$ cat config.mk
export PLATFORM = sky130hd
export DESIGN_NAME = palette_snoop_dac
export DESIGN_NICKNAME = d
export VERILOG_FILES = /design/src/rtl/psd_pkg.sv /design/src/rtl/psd_write_seq.sv /design/src/rtl/psd_color_ram.sv /design/src/rtl/psd_overlay_ram.sv /design/src/rtl/psd_pixel_pipe.sv /design/src/rtl/palette_snoop_dac.sv
export SDC_FILE = /design/constraint.sdc
export NUM_CORES = 2
export LEC_CHECK = 0
export BUFFER_PORTS_ARGS = -buffer_cell sky130_fd_sc_hd__buf_2
export CAP_MARGIN = 20
export CELL_PAD_IN_SITES_DETAIL_PLACEMENT = 0
export CELL_PAD_IN_SITES_GLOBAL_PLACEMENT = 1
export CORE_MARGIN = 2
export CORE_UTILIZATION = 40
export DETAILED_ROUTE_END_ITERATION = 8
export GPL_ROUTABILITY_DRIVEN = 0
export PLACE_DENSITY = 0.65
export SLEW_MARGIN = 20
export SYNTH_ARGS = -nofsm -noshare
export SYNTH_HDL_FRONTEND = slang
export SYNTH_MEMORY_MAX_BITS = 65536
export SYNTH_SLANG_ARGS = --single-unit
$ cat constraint.sdc
create_clock -name clk -period 5.35 [get_ports clk]
set_input_delay 0.2675 -clock clk [delete_from_list [all_inputs] [get_ports clk]]
set_output_delay 0.2675 -clock clk [all_outputs]
set_load 0.05 [all_outputs]
$ cat src/rtl/psd_pkg.sv
// Package psd_pkg
// Shared encodings for the snooping palette DAC emulator.
// Assumes a 2-bit register select on the snooped host bus.
package psd_pkg;
    typedef enum logic [1:0] {
        SEL_CADDR = 2'd0,
        SEL_DATA  = 2'd1,
        SEL_MASK  = 2'd2,
        SEL_OADDR = 2'd3
    } sel_t;

    typedef enum logic [1:0] {
        PH_RED = 2'd0,
        PH_GRN = 2'd1,
        PH_BLU = 2'd2
    } phase_t;
endpackage

$ cat src/rtl/psd_write_seq.sv
// Module psd_write_seq
// Decodes snooped host writes. It holds the pixel mask, the write address,
// the palette target and the red/green/blue gathering state, and it issues a
// registered commit for every completed triplet.
// Assumes host_wr is a one-cycle pulse synchronous to clk and DATA_W >= IDX_W.
module psd_write_seq
    import psd_pkg::*;
#(
    parameter int DATA_W = 8,
    parameter int IDX_W  = 8,
    parameter int OVL_W  = 4,
    parameter int COMP_W = 6,
    localparam int RGB_W = 3 * COMP_W
) (
    input  logic              clk,
    input  logic              rst_n,
    input  logic              host_wr,
    input  logic [1:0]        host_sel,
    input  logic [DATA_W-1:0] host_data,
    output logic [IDX_W-1:0]  mask,
    output logic              cm_vld,
    output logic              cm_ovl,
    output logic [IDX_W-1:0]  cm_addr,
    output logic [RGB_W-1:0]  cm_rgb,
    output logic              loaded
);
    sel_t               sel_s;
    phase_t             phase;
    logic [IDX_W-1:0]   waddr;
    logic               tgt_ovl;
    logic [COMP_W-1:0]  hold_r;
    logic [COMP_W-1:0]  hold_g;
    logic [COMP_W-1:0]  comp_in;
    logic [OVL_W-1:0]   ovl_next;
    logic               ovl_last;

    // Decode the select lines and pick out the component field.
    always_comb begin
        sel_s    = sel_t'(host_sel);
        comp_in  = host_data[COMP_W-1:0];
        ovl_next = OVL_W'(waddr[OVL_W-1:0] + OVL_W'(1));
        ovl_last = (waddr[OVL_W-1:0] == {OVL_W{1'b1}});
    end

    // Register updates driven by the snooped writes, plus the commit pulse.
    always_ff @(posedge clk) begin
        if (!rst_n) begin
            mask    <= '1;
            waddr   <= '0;
            tgt_ovl <= 1'b0;
            phase   <= PH_RED;
            hold_r  <= '0;
            hold_g  <= '0;
            cm_vld  <= 1'b0;
            cm_ovl  <= 1'b0;
            cm_addr <= '0;
            cm_rgb  <= '0;
            loaded  <= 1'b0;
        end else begin
            cm_vld <= 1'b0;
            if (host_wr) begin
                case (sel_s)
                    SEL_CADDR: begin
                        waddr   <= host_data[IDX_W-1:0];
                        tgt_ovl <= 1'b0;
                        phase   <= PH_RED;
                    end
                    SEL_OADDR: begin
                        waddr   <= IDX_W'(host_data[OVL_W-1:0]);
                        tgt_ovl <= 1'b1;
                        phase   <= PH_RED;
                    end
                    SEL_MASK: begin
                        mask <= host_data[IDX_W-1:0];
                    end
                    default: begin
                        case (phase)
                            PH_RED: begin
                                hold_r <= comp_in;
                                phase  <= PH_GRN;
                            end
                            PH_GRN: begin
                                hold_g <= comp_in;
                                phase  <= PH_BLU;
                            end
                            PH_BLU: begin
                                cm_vld  <= 1'b1;
                                cm_ovl  <= tgt_ovl;
                                cm_addr <= waddr;
                                cm_rgb  <= {hold_r, hold_g, comp_in};
                                phase   <= PH_RED;
                                if (tgt_ovl) begin
                                    waddr <= IDX_W'(ovl_next);
                                    if (ovl_last) loaded <= 1'b1;
                                end else begin
                                    waddr <= waddr + IDX_W'(1);
                                end
                            end
                            default: phase <= PH_RED;
                        endcase
                    end
                endcase
            end
        end
    end
endmodule

$ cat src/rtl/psd_color_ram.sv
// Module psd_color_ram
// Color palette storage with one array per primary color. It has a single
// write port and an asynchronous read port.
// Assumes the contents need no reset; an entry is defined once written.
module psd_color_ram #(
    parameter int IDX_W  = 8,
    parameter int COMP_W = 6,
    localparam int DEPTH = 1 << IDX_W,
    localparam int RGB_W = 3 * COMP_W
) (
    input  logic             clk,
    input  logic             we,
    input  logic [IDX_W-1:0] waddr,
    input  logic [RGB_W-1:0] wdata,
    input  logic [IDX_W-1:0] raddr,
    output logic [RGB_W-1:0] rdata
);
    for (genvar c = 0; c < 3; c++) begin : g_comp
        logic [COMP_W-1:0] mem [DEPTH];

        // Store this component on a commit.
        always_ff @(posedge clk) begin
            if (we) mem[waddr] <= wdata[c*COMP_W +: COMP_W];
        end

        assign rdata[c*COMP_W +: COMP_W] = mem[raddr];
    end
endmodule

$ cat src/rtl/psd_overlay_ram.sv
// Module psd_overlay_ram
// Overlay palette storage. Entries 1 .. 2**OVL_W-1 are usable. Index 0 means
// "no overlay", so writes to it are dropped.
// Assumes the reader never selects index 0 from this store.
module psd_overlay_ram #(
    parameter int OVL_W  = 4,
    parameter int COMP_W = 6,
    localparam int DEPTH = 1 << OVL_W,
    localparam int RGB_W = 3 * COMP_W
) (
    input  logic             clk,
    input  logic             we,
    input  logic [OVL_W-1:0] waddr,
    input  logic [RGB_W-1:0] wdata,
    input  logic [OVL_W-1:0] raddr,
    output logic [RGB_W-1:0] rdata
);
    logic [RGB_W-1:0] mem [DEPTH];

    // Store an overlay entry unless it targets the reserved index.
    always_ff @(posedge clk) begin
        if (we && (waddr != '0)) mem[waddr] <= wdata;
    end

    assign rdata = mem[raddr];
endmodule

$ cat src/rtl/psd_pixel_pipe.sv
// Module psd_pixel_pipe
// Two-stage pixel path. Stage one registers the masked color index, the
// overlay index and the valid flag. Stage two selects between the two
// palettes and registers the RGB word.
// Assumes the palette read ports are asynchronous.
module psd_pixel_pipe #(
    parameter int IDX_W  = 8,
    parameter int OVL_W  = 4,
    parameter int COMP_W = 6,
    localparam int RGB_W = 3 * COMP_W
) (
    input  logic             clk,
    input  logic             rst_n,
    input  logic             pix_valid,
    input  logic [IDX_W-1:0] pix_index,
    input  logic [OVL_W-1:0] ovl_index,
    input  logic [IDX_W-1:0] mask,
    output logic [IDX_W-1:0] c_raddr,
    output logic [OVL_W-1:0] o_raddr,
    input  logic [RGB_W-1:0] c_rdata,
    input  logic [RGB_W-1:0] o_rdata,
    output logic [RGB_W-1:0] rgb_out,
    output logic             rgb_valid
);
    logic [IDX_W-1:0] idx_q;
    logic [OVL_W-1:0] ovl_q;
    logic             vld_q;

    // Stage one: capture the masked index, the overlay index and the valid flag.
    always_ff @(posedge clk) begin
        if (!rst_n) begin
            idx_q <= '0;
            ovl_q <= '0;
            vld_q <= 1'b0;
        end else begin
            idx_q <= pix_index & mask;
            ovl_q <= ovl_index;
            vld_q <= pix_valid;
        end
    end

    assign c_raddr = idx_q;
    assign o_raddr = ovl_q;

    // Stage two: choose the palette and register the result, or zero when idle.
    always_ff @(posedge clk) begin
        if (!rst_n) begin
            rgb_out   <= '0;
            rgb_valid <= 1'b0;
        end else begin
            rgb_valid <= vld_q;
            if (!vld_q)            rgb_out <= '0;
            else if (ovl_q != '0)  rgb_out <= o_rdata;
            else                   rgb_out <= c_rdata;
        end
    end
endmodule

$ cat src/rtl/palette_snoop_dac.sv
// Module palette_snoop_dac
// Top level. It rebuilds a palette DAC's contents from snooped host writes
// and converts pixel or overlay indices into registered digital RGB.
// Assumes the host bus is synchronous to clk; the output latency is two clocks.
module palette_snoop_dac #(
    parameter int DATA_W = 8,
    parameter int IDX_W  = 8,
    parameter int OVL_W  = 4,
    parameter int COMP_W = 6,
    localparam int RGB_W = 3 * COMP_W
) (
    input  logic              clk,
    input  logic              rst_n,
    input  logic              host_wr,
    input  logic [1:0]        host_sel,
    input  logic [DATA_W-1:0] host_data,
    input  logic              pix_valid,
    input  logic [IDX_W-1:0]  pix_index,
    input  logic [OVL_W-1:0]  ovl_index,
    output logic [RGB_W-1:0]  rgb_out,
    output logic              rgb_valid,
    output logic              pal_loaded
);
    logic [IDX_W-1:0] mask;
    logic             cm_vld;
    logic             cm_ovl;
    logic [IDX_W-1:0] cm_addr;
    logic [RGB_W-1:0] cm_rgb;
    logic [IDX_W-1:0] c_raddr;
    logic [OVL_W-1:0] o_raddr;
    logic [RGB_W-1:0] c_rdata;
    logic [RGB_W-1:0] o_rdata;
    logic             c_we;
    logic             o_we;

    // Route each commit to the palette it targets.
    always_comb begin
        c_we = cm_vld && !cm_ovl;
        o_we = cm_vld &&  cm_ovl;
    end

    psd_write_seq #(
        .DATA_W(DATA_W), .IDX_W(IDX_W), .OVL_W(OVL_W), .COMP_W(COMP_W)
    ) u_seq (
        .clk(clk), .rst_n(rst_n),
        .host_wr(host_wr), .host_sel(host_sel), .host_data(host_data),
        .mask(mask), .cm_vld(cm_vld), .cm_ovl(cm_ovl),
        .cm_addr(cm_addr), .cm_rgb(cm_rgb), .loaded(pal_loaded)
    );

    psd_color_ram #(.IDX_W(IDX_W), .COMP_W(COMP_W)) u_cram (
        .clk(clk), .we(c_we), .waddr(cm_addr), .wdata(cm_rgb),
        .raddr(c_raddr), .rdata(c_rdata)
    );

    psd_overlay_ram #(.OVL_W(OVL_W), .COMP_W(COMP_W)) u_oram (
        .clk(clk), .we(o_we), .waddr(cm_addr[OVL_W-1:0]), .wdata(cm_rgb),
        .raddr(o_raddr), .rdata(o_rdata)
    );

    psd_pixel_pipe #(.IDX_W(IDX_W), .OVL_W(OVL_W), .COMP_W(COMP_W)) u_pipe (
        .clk(clk), .rst_n(rst_n),
        .pix_valid(pix_valid), .pix_index(pix_index), .ovl_index(ovl_index),
        .mask(mask), .c_raddr(c_raddr), .o_raddr(o_raddr),
        .c_rdata(c_rdata), .o_rdata(o_rdata),
        .rgb_out(rgb_out), .rgb_valid(rgb_valid)
    );
endmodule

# Word-level counts from Yosys, hierarchy flattened
# Memories as Yosys holds them, arrays and structs flattened. A register that Yosys moved wholly into a read port is not among the register bits.
# Index checks and enable logic that the tools add are counted.
classes:
  n_reduce_logical: 22
  eq_ne: 5
  n_bitwise: 5
  add_sub_neg: 2
  mux: 16
ops:
  columns: ["cell", "n"]
  rows:
  - ["$mux W8", 5]
  - ["$pmux W8 S3", 1]
  - ["$mux W18", 1]
  - ["$reduce_and A3 Y1", 4]
  - ["$add A8 B1 Y8 const B", 1]
  - ["$and A8 B8 Y8", 1]
  - ["$pmux W2 S2", 2]
  - ["$reduce_and A2 Y1", 4]
  - ["$reduce_bool A4 Y1", 2]
  - ["$eq A2 B2 Y1 const B", 3]
  - ["$mux W1", 5]
  - ["$reduce_and A5 Y1", 1]
  - ["$reduce_or A5 Y1", 1]
  - ["$add A4 B1 Y4 const B", 1]
  - ["$eq A4 B4 Y1 const B", 1]
  - ["$logic_not A2 Y1", 2]
  - ["$mux W4", 1]
  - ["$not A1 Y1", 4]
  - ["$logic_and A1 B1 Y1", 3]
  - ["$reduce_bool A3 Y1", 1]
  - ["$reduce_or A3 Y1", 1]
  - ["$eq A2 B1 Y1 const B", 1]
  - ["$pmux W1 S2", 1]
  - ["$reduce_bool A2 Y1", 1]
  - ["other kinds (2)", 2]
totals:
  n_memories: 4
  regBits: 84
  ram_bits: 4896
  wordCells: 69
  inputBits: 26
memory_table:
  columns: ["memory", "depth", "word_bits", "rd", "rd_clocked_by_memory_dff", "write_ports", "line", "rtl"]
  rows:
  - ["u_cram.g_comp[0].mem", 256, 6, 1, 1, 1, "psd_color_ram.sv:19", "logic [COMP_W-1:0] mem [DEPTH];"]
  - ["u_cram.g_comp[1].mem", 256, 6, 1, 1, 1, "psd_color_ram.sv:19", null]
  - ["u_cram.g_comp[2].mem", 256, 6, 1, 1, 1, "psd_color_ram.sv:19", null]
  - ["u_oram.mem", 16, 18, 1, 1, 1, "psd_overlay_ram.sv:18", "logic [RGB_W-1:0] mem [DEPTH];"]

# Longest topological paths before layout
logic_depth:
  depth_word: 4
  depth_mapped: 11
  ltp_nobuf: 8

# Modules after synthesis
# Synthesis repeated with hierarchy kept, for this count alone.
unflattened:
  cells_unflattened: 9108
  hier_area_um2: 192460.8
modules_own_cells:
  columns: ["module", "area_each_um2", "instances", "cells_per_inst", "seq_area_each_um2"]
  rows:
  - ["psd_color_ram", 177728.0, 1, 8239, 138372.7]
  - ["psd_overlay_ram", 10960.5, 1, 464, 8648.3]
  - ["psd_write_seq", 2585.0, 1, 291, 1201.2]
  - ["psd_pixel_pipe", 1171.1, 1, 112, 640.6]
  - ["palette_snoop_dac", 16.3, 1, 2, 0.0]

# Worst setup path before layout
# OpenSTA, ideal clock, no wires.
synth_timing:
  kind: "flip-flop to flip-flop"
  startpoint: "reg u_seq.cm_rgb[0]"
  endpoint: "mem u_cram.g_comp[0].mem[0][0] (data pin)"
  synth_period_minus_slack_ns: 4.474
  t_arrival_ns: 3.580
  path_stages_with_launch: 1
  setup_ns: 0.894
  slack_ns: 0.876
  n_path_buf: 0
  required_time_ns: 4.456
  path_cell_list: "dfxtp_1"
synth_lines:
  columns: ["item", "line", "rtl"]
  rows:
  - ["start, declared", "psd_write_seq.sv:24", "output logic [RGB_W-1:0] cm_rgb,"]
  - ["start signal, assigned", "psd_write_seq.sv:90", "cm_rgb <= {hold_r, hold_g, comp_in};"]
  - ["end, declared", "psd_color_ram.sv:19", null]
# No word-level cell before the write port.

==> summary.md <==
| Metric | Value |
|---|---|
| DRT antenna net count | `0` |
| Total grt overflow | `0` |
| Hold crit path type | `in -> reg` |
| Crit Path Class | `reg -> reg` |
| Post-synth top area share | `76.7%` |
| Area of the core | `0.475 sq mm` |
| Final non-filler cell area | `0.219 sq mm` |
| Post-DP HPWL | `309,000 microns` |
| #FFs+latches synth | `4,970` |
| Mapped cell area | `0.191 sq mm` |
| # port buffers | `45` |
| Vias | `97.5k` |
| CTS root buf | `clkbuf_16` |
| Critical Path RT | `6.26 ns` |
| Tmin final | `4.65 ns` |
| Std cell rows | `253` |
| Max-cap violations | `0` |
| Area after DPL | `0.202 sq mm` |
| Total track usage | `21.3%` |
| Vias in the first global route | `96.6k` |
| Fin Setup TNS | `0 ns` |
| Power consumption | `79.2 mW` |
| EDFF count, synth | `4,878` |
| Fin Clk Skew | `0.0515 ns` |
| Die height | `695 microns` |
| Worst-Skew Late Latency | `1.02 ns` |
| Final core utilization | `46.1%` |
| Slew Limit Fails | `0` |
| Starting Density | `40.2%` |
| Worst R2R Path Depth | `9` |
| Crit path max fanout | `17` |
| Register area | `0.148 sq mm` |
| # fillers | `39.3k` |
| Clock Path Buffers | `4` |
| Vias per cell | `5.86` |
| First-pass GRT wire length | `736,000 microns` |
| Top_reg_cell synth | `edfxtp_1` |
| DP Worst Slack | `0.656 ns` |
| Die area | `0.483 sq mm` |
| Num CTS Buffers | `521` |
| WL per Instance | `31.5 microns` |
| LEAKAGE | `71.0 nW` |
| RSZ-0062 raised after global routing | `no` |
| Hold bufs inserted after CTS | `47` |
| I/O Pins | `46` |
| Hold Crit Depth | `4` |
| CP Capture Type | `flip-flop` |
| Initial drt markers | `11.9k` |
| Worst-margin pin slew | `1.21 ns` |
| Die X | `695 microns` |
| Initial antenna violation count | `42` |
| Sequential share of the synthesized area | `77.7%` |
| Hold violation total from the final report | `0` |
| Worst-path clk slew | `0.06 ns` |
| Area Growth Syn to Fin | `14.8%` |
| Worst vdd ir | `0.305 mV` |
| CTS sink cnt | `4,970` |
| Worst rel slew slack | `18.9%` |
| Multi-input gate area | `0.0404 sq mm` |
| WP data arrival | `5.56 ns` |
| Pin count of the biggest net entering global routing | `193` |
| CTS tree | `yes` |
| Postcts setup bufs | `0` |
| Unique masters post-synth | `58` |
| Final #Nets | `9,866` |
| DRT Wirelength | `524,000 microns` |
| Setup ws final | `0.702 ns` |
| Synth top area cells | `edfxtp_1 77%, mux4_2 10%, mux2i_1 4.2%, o221ai_1 1.6%, dfxtp_1 0.96%` |
| Status | `finished, final reports clean` |
| DRC viols | `0` |
| Setup violators final | `0` |
| Share of cells above drive strength 1 | `24.1%` |
| Ys Warns | `0` |
| Achievable Freq | `0.215 GHz` |
| Tcrit/Tclk final | `86.9%` |
| Synthesized area per cell | `20.7 sq um` |
| Worst setup SP type | `flip-flop` |
| Async set-reset flop share out of synthesis | `0%` |
| Htree depth | `6` |
| Synthesized Nets | `9,236` |
| Syn Inst Count | `9,205` |
| Yosys top cell by area | `edfxtp_1` |
| Most common cell in the netlist | `edfxtp_1` |
| Gates resized, CTS repair | `0` |
| Power Density | `362 mW/mm^2` |
| Pre-antenna DRT Iters | `6` |
| Commonest cells post-synth | `4,878 x edfxtp_1, 864 x mux4_2, 794 x mux2i_1` |
[cells in the final DEF (no fill, tap or decap), drive strengths merged, types with 13 or more instances in the layout]
cell | netlist | final
edfxtp | 4878 | 4878
mux4 | 864 | 864
mux2i | 794 | 794
clkbuf | 294 | 663
buf | 263 | 617
o221ai | 359 | 359
nor2 | 327 | 327
nand2 | 321 | 321
o22ai | 214 | 214
clkinv | 1 | 193
a21oi | 111 | 111
a21boi | 100 | 100
o21ai | 99 | 99
dfxtp | 92 | 92
nand3 | 66 | 66
a211oi | 55 | 55
a221oi | 48 | 48
dlygate4sd3 | 0 | 47
inv | 5 | 39
a32oi | 34 | 34
diode | 0 | 33
mux2 | 32 | 32
nor2b | 32 | 32
nor3 | 29 | 29
nand4 | 28 | 28
a31oi | 27 | 27
bufinv | 0 | 24
o211ai | 21 | 21
or2 | 17 | 17
and4bb | 15 | 15
nand2b | 15 | 15
and3 | 13 | 13
[worst max-delay path, cell delays in order, from the launching register on]
cell	delay (ns)
dfxtp_4	0.75
buf_12	0.35
buf_4	0.28
mux4_2	0.53
mux2_2	0.27
a221oi_1	0.66
nor2_1	0.38
a31oi_1	0.71
o21ai_1	0.28
and4bb_1	0.29
[per-stage QoR]
stage          hold slack, ns  cells
2_1_floorplan           0.391   9205
3_3_place_gp            0.442  15631
3_5_place_dp            0.450  15633
4_1_cts                0.0729  16601
5_1_grt                 0.142  16629
6_report                0.159  16641
[routing by layer]
metal / routed length (microns) / vias up / track usage [%]
li1: - / 39979 / -
met1: 217000 / 52497 / 30.1
met2: 250000 / 4200 / 33.9
met3: 41500 / 776 / 3.61
met4: 16200 / 8 / 6.44
met5: 39 / - / 0
[final cells by class]
type                            instances  area share [%]
Antenna cell                           33          0.0377
Clock buffer                          663            6.37
Clock inverter                        258            1.03
Inverter                                6          0.0137
Multi-Input combinational cell       3672            18.5
Sequential cell                      4970            67.8
Tap cell                             6375            3.64
Timing Repair Buffer                  664            2.71
[report_power, final]
group | internal (mW) | switching (mW) | total, mW
logic | 0.899 | 1.61 | 2.51
registers | 42.1 | 0.0901 | 42.2
clock network | 19.7 | 14.8 | 34.5
total | 62.7 | 16.5 | 79.2
[cell families after synthesis]
kind of cell,after synthesis,share of synthesized area (%)
flip-flops,4970,77.7
AND/OR/NAND/NOR,891,2.08
AO/OA/AOI/OAI,1084,4.13
multiplexers,1690,14.5
XOR/XNOR,2,0.00918
buffers and inverters,563,1.50
adder cells (fa/ha/maj),5,0.0328
[flip-flops by register name, summed over array words and instances, names as in the netlist, 2 cells and up, named ones only]
signal             flops
u_seq.waddr            8
u_pipe.o_raddr         4
u_oram.mem           270
u_seq.cm_addr          8
u_seq.hold_r           6
u_seq.cm_rgb          18
u_pipe.rgb_out        18
u_seq.mask             8
u_seq.hold_g           6
u_seq.phase            2
u_cram.g_comp.mem   4608
[worst paths after layout]
check / slack [ns] / end / from
worst max-delay path: 0.70 / u_pipe.rgb_out[0] / flip-flop
worst min-delay path: 0.16 / u_seq.mask[1] / host_data[1]
worst max register to register: 0.70 / u_pipe.rgb_out[0] / flip-flop
worst min register to register: 0.47 / u_seq.cm_rgb[13] / u_seq.hold_r[1]
Note: power is estimated with default switching activity, not from simulation.
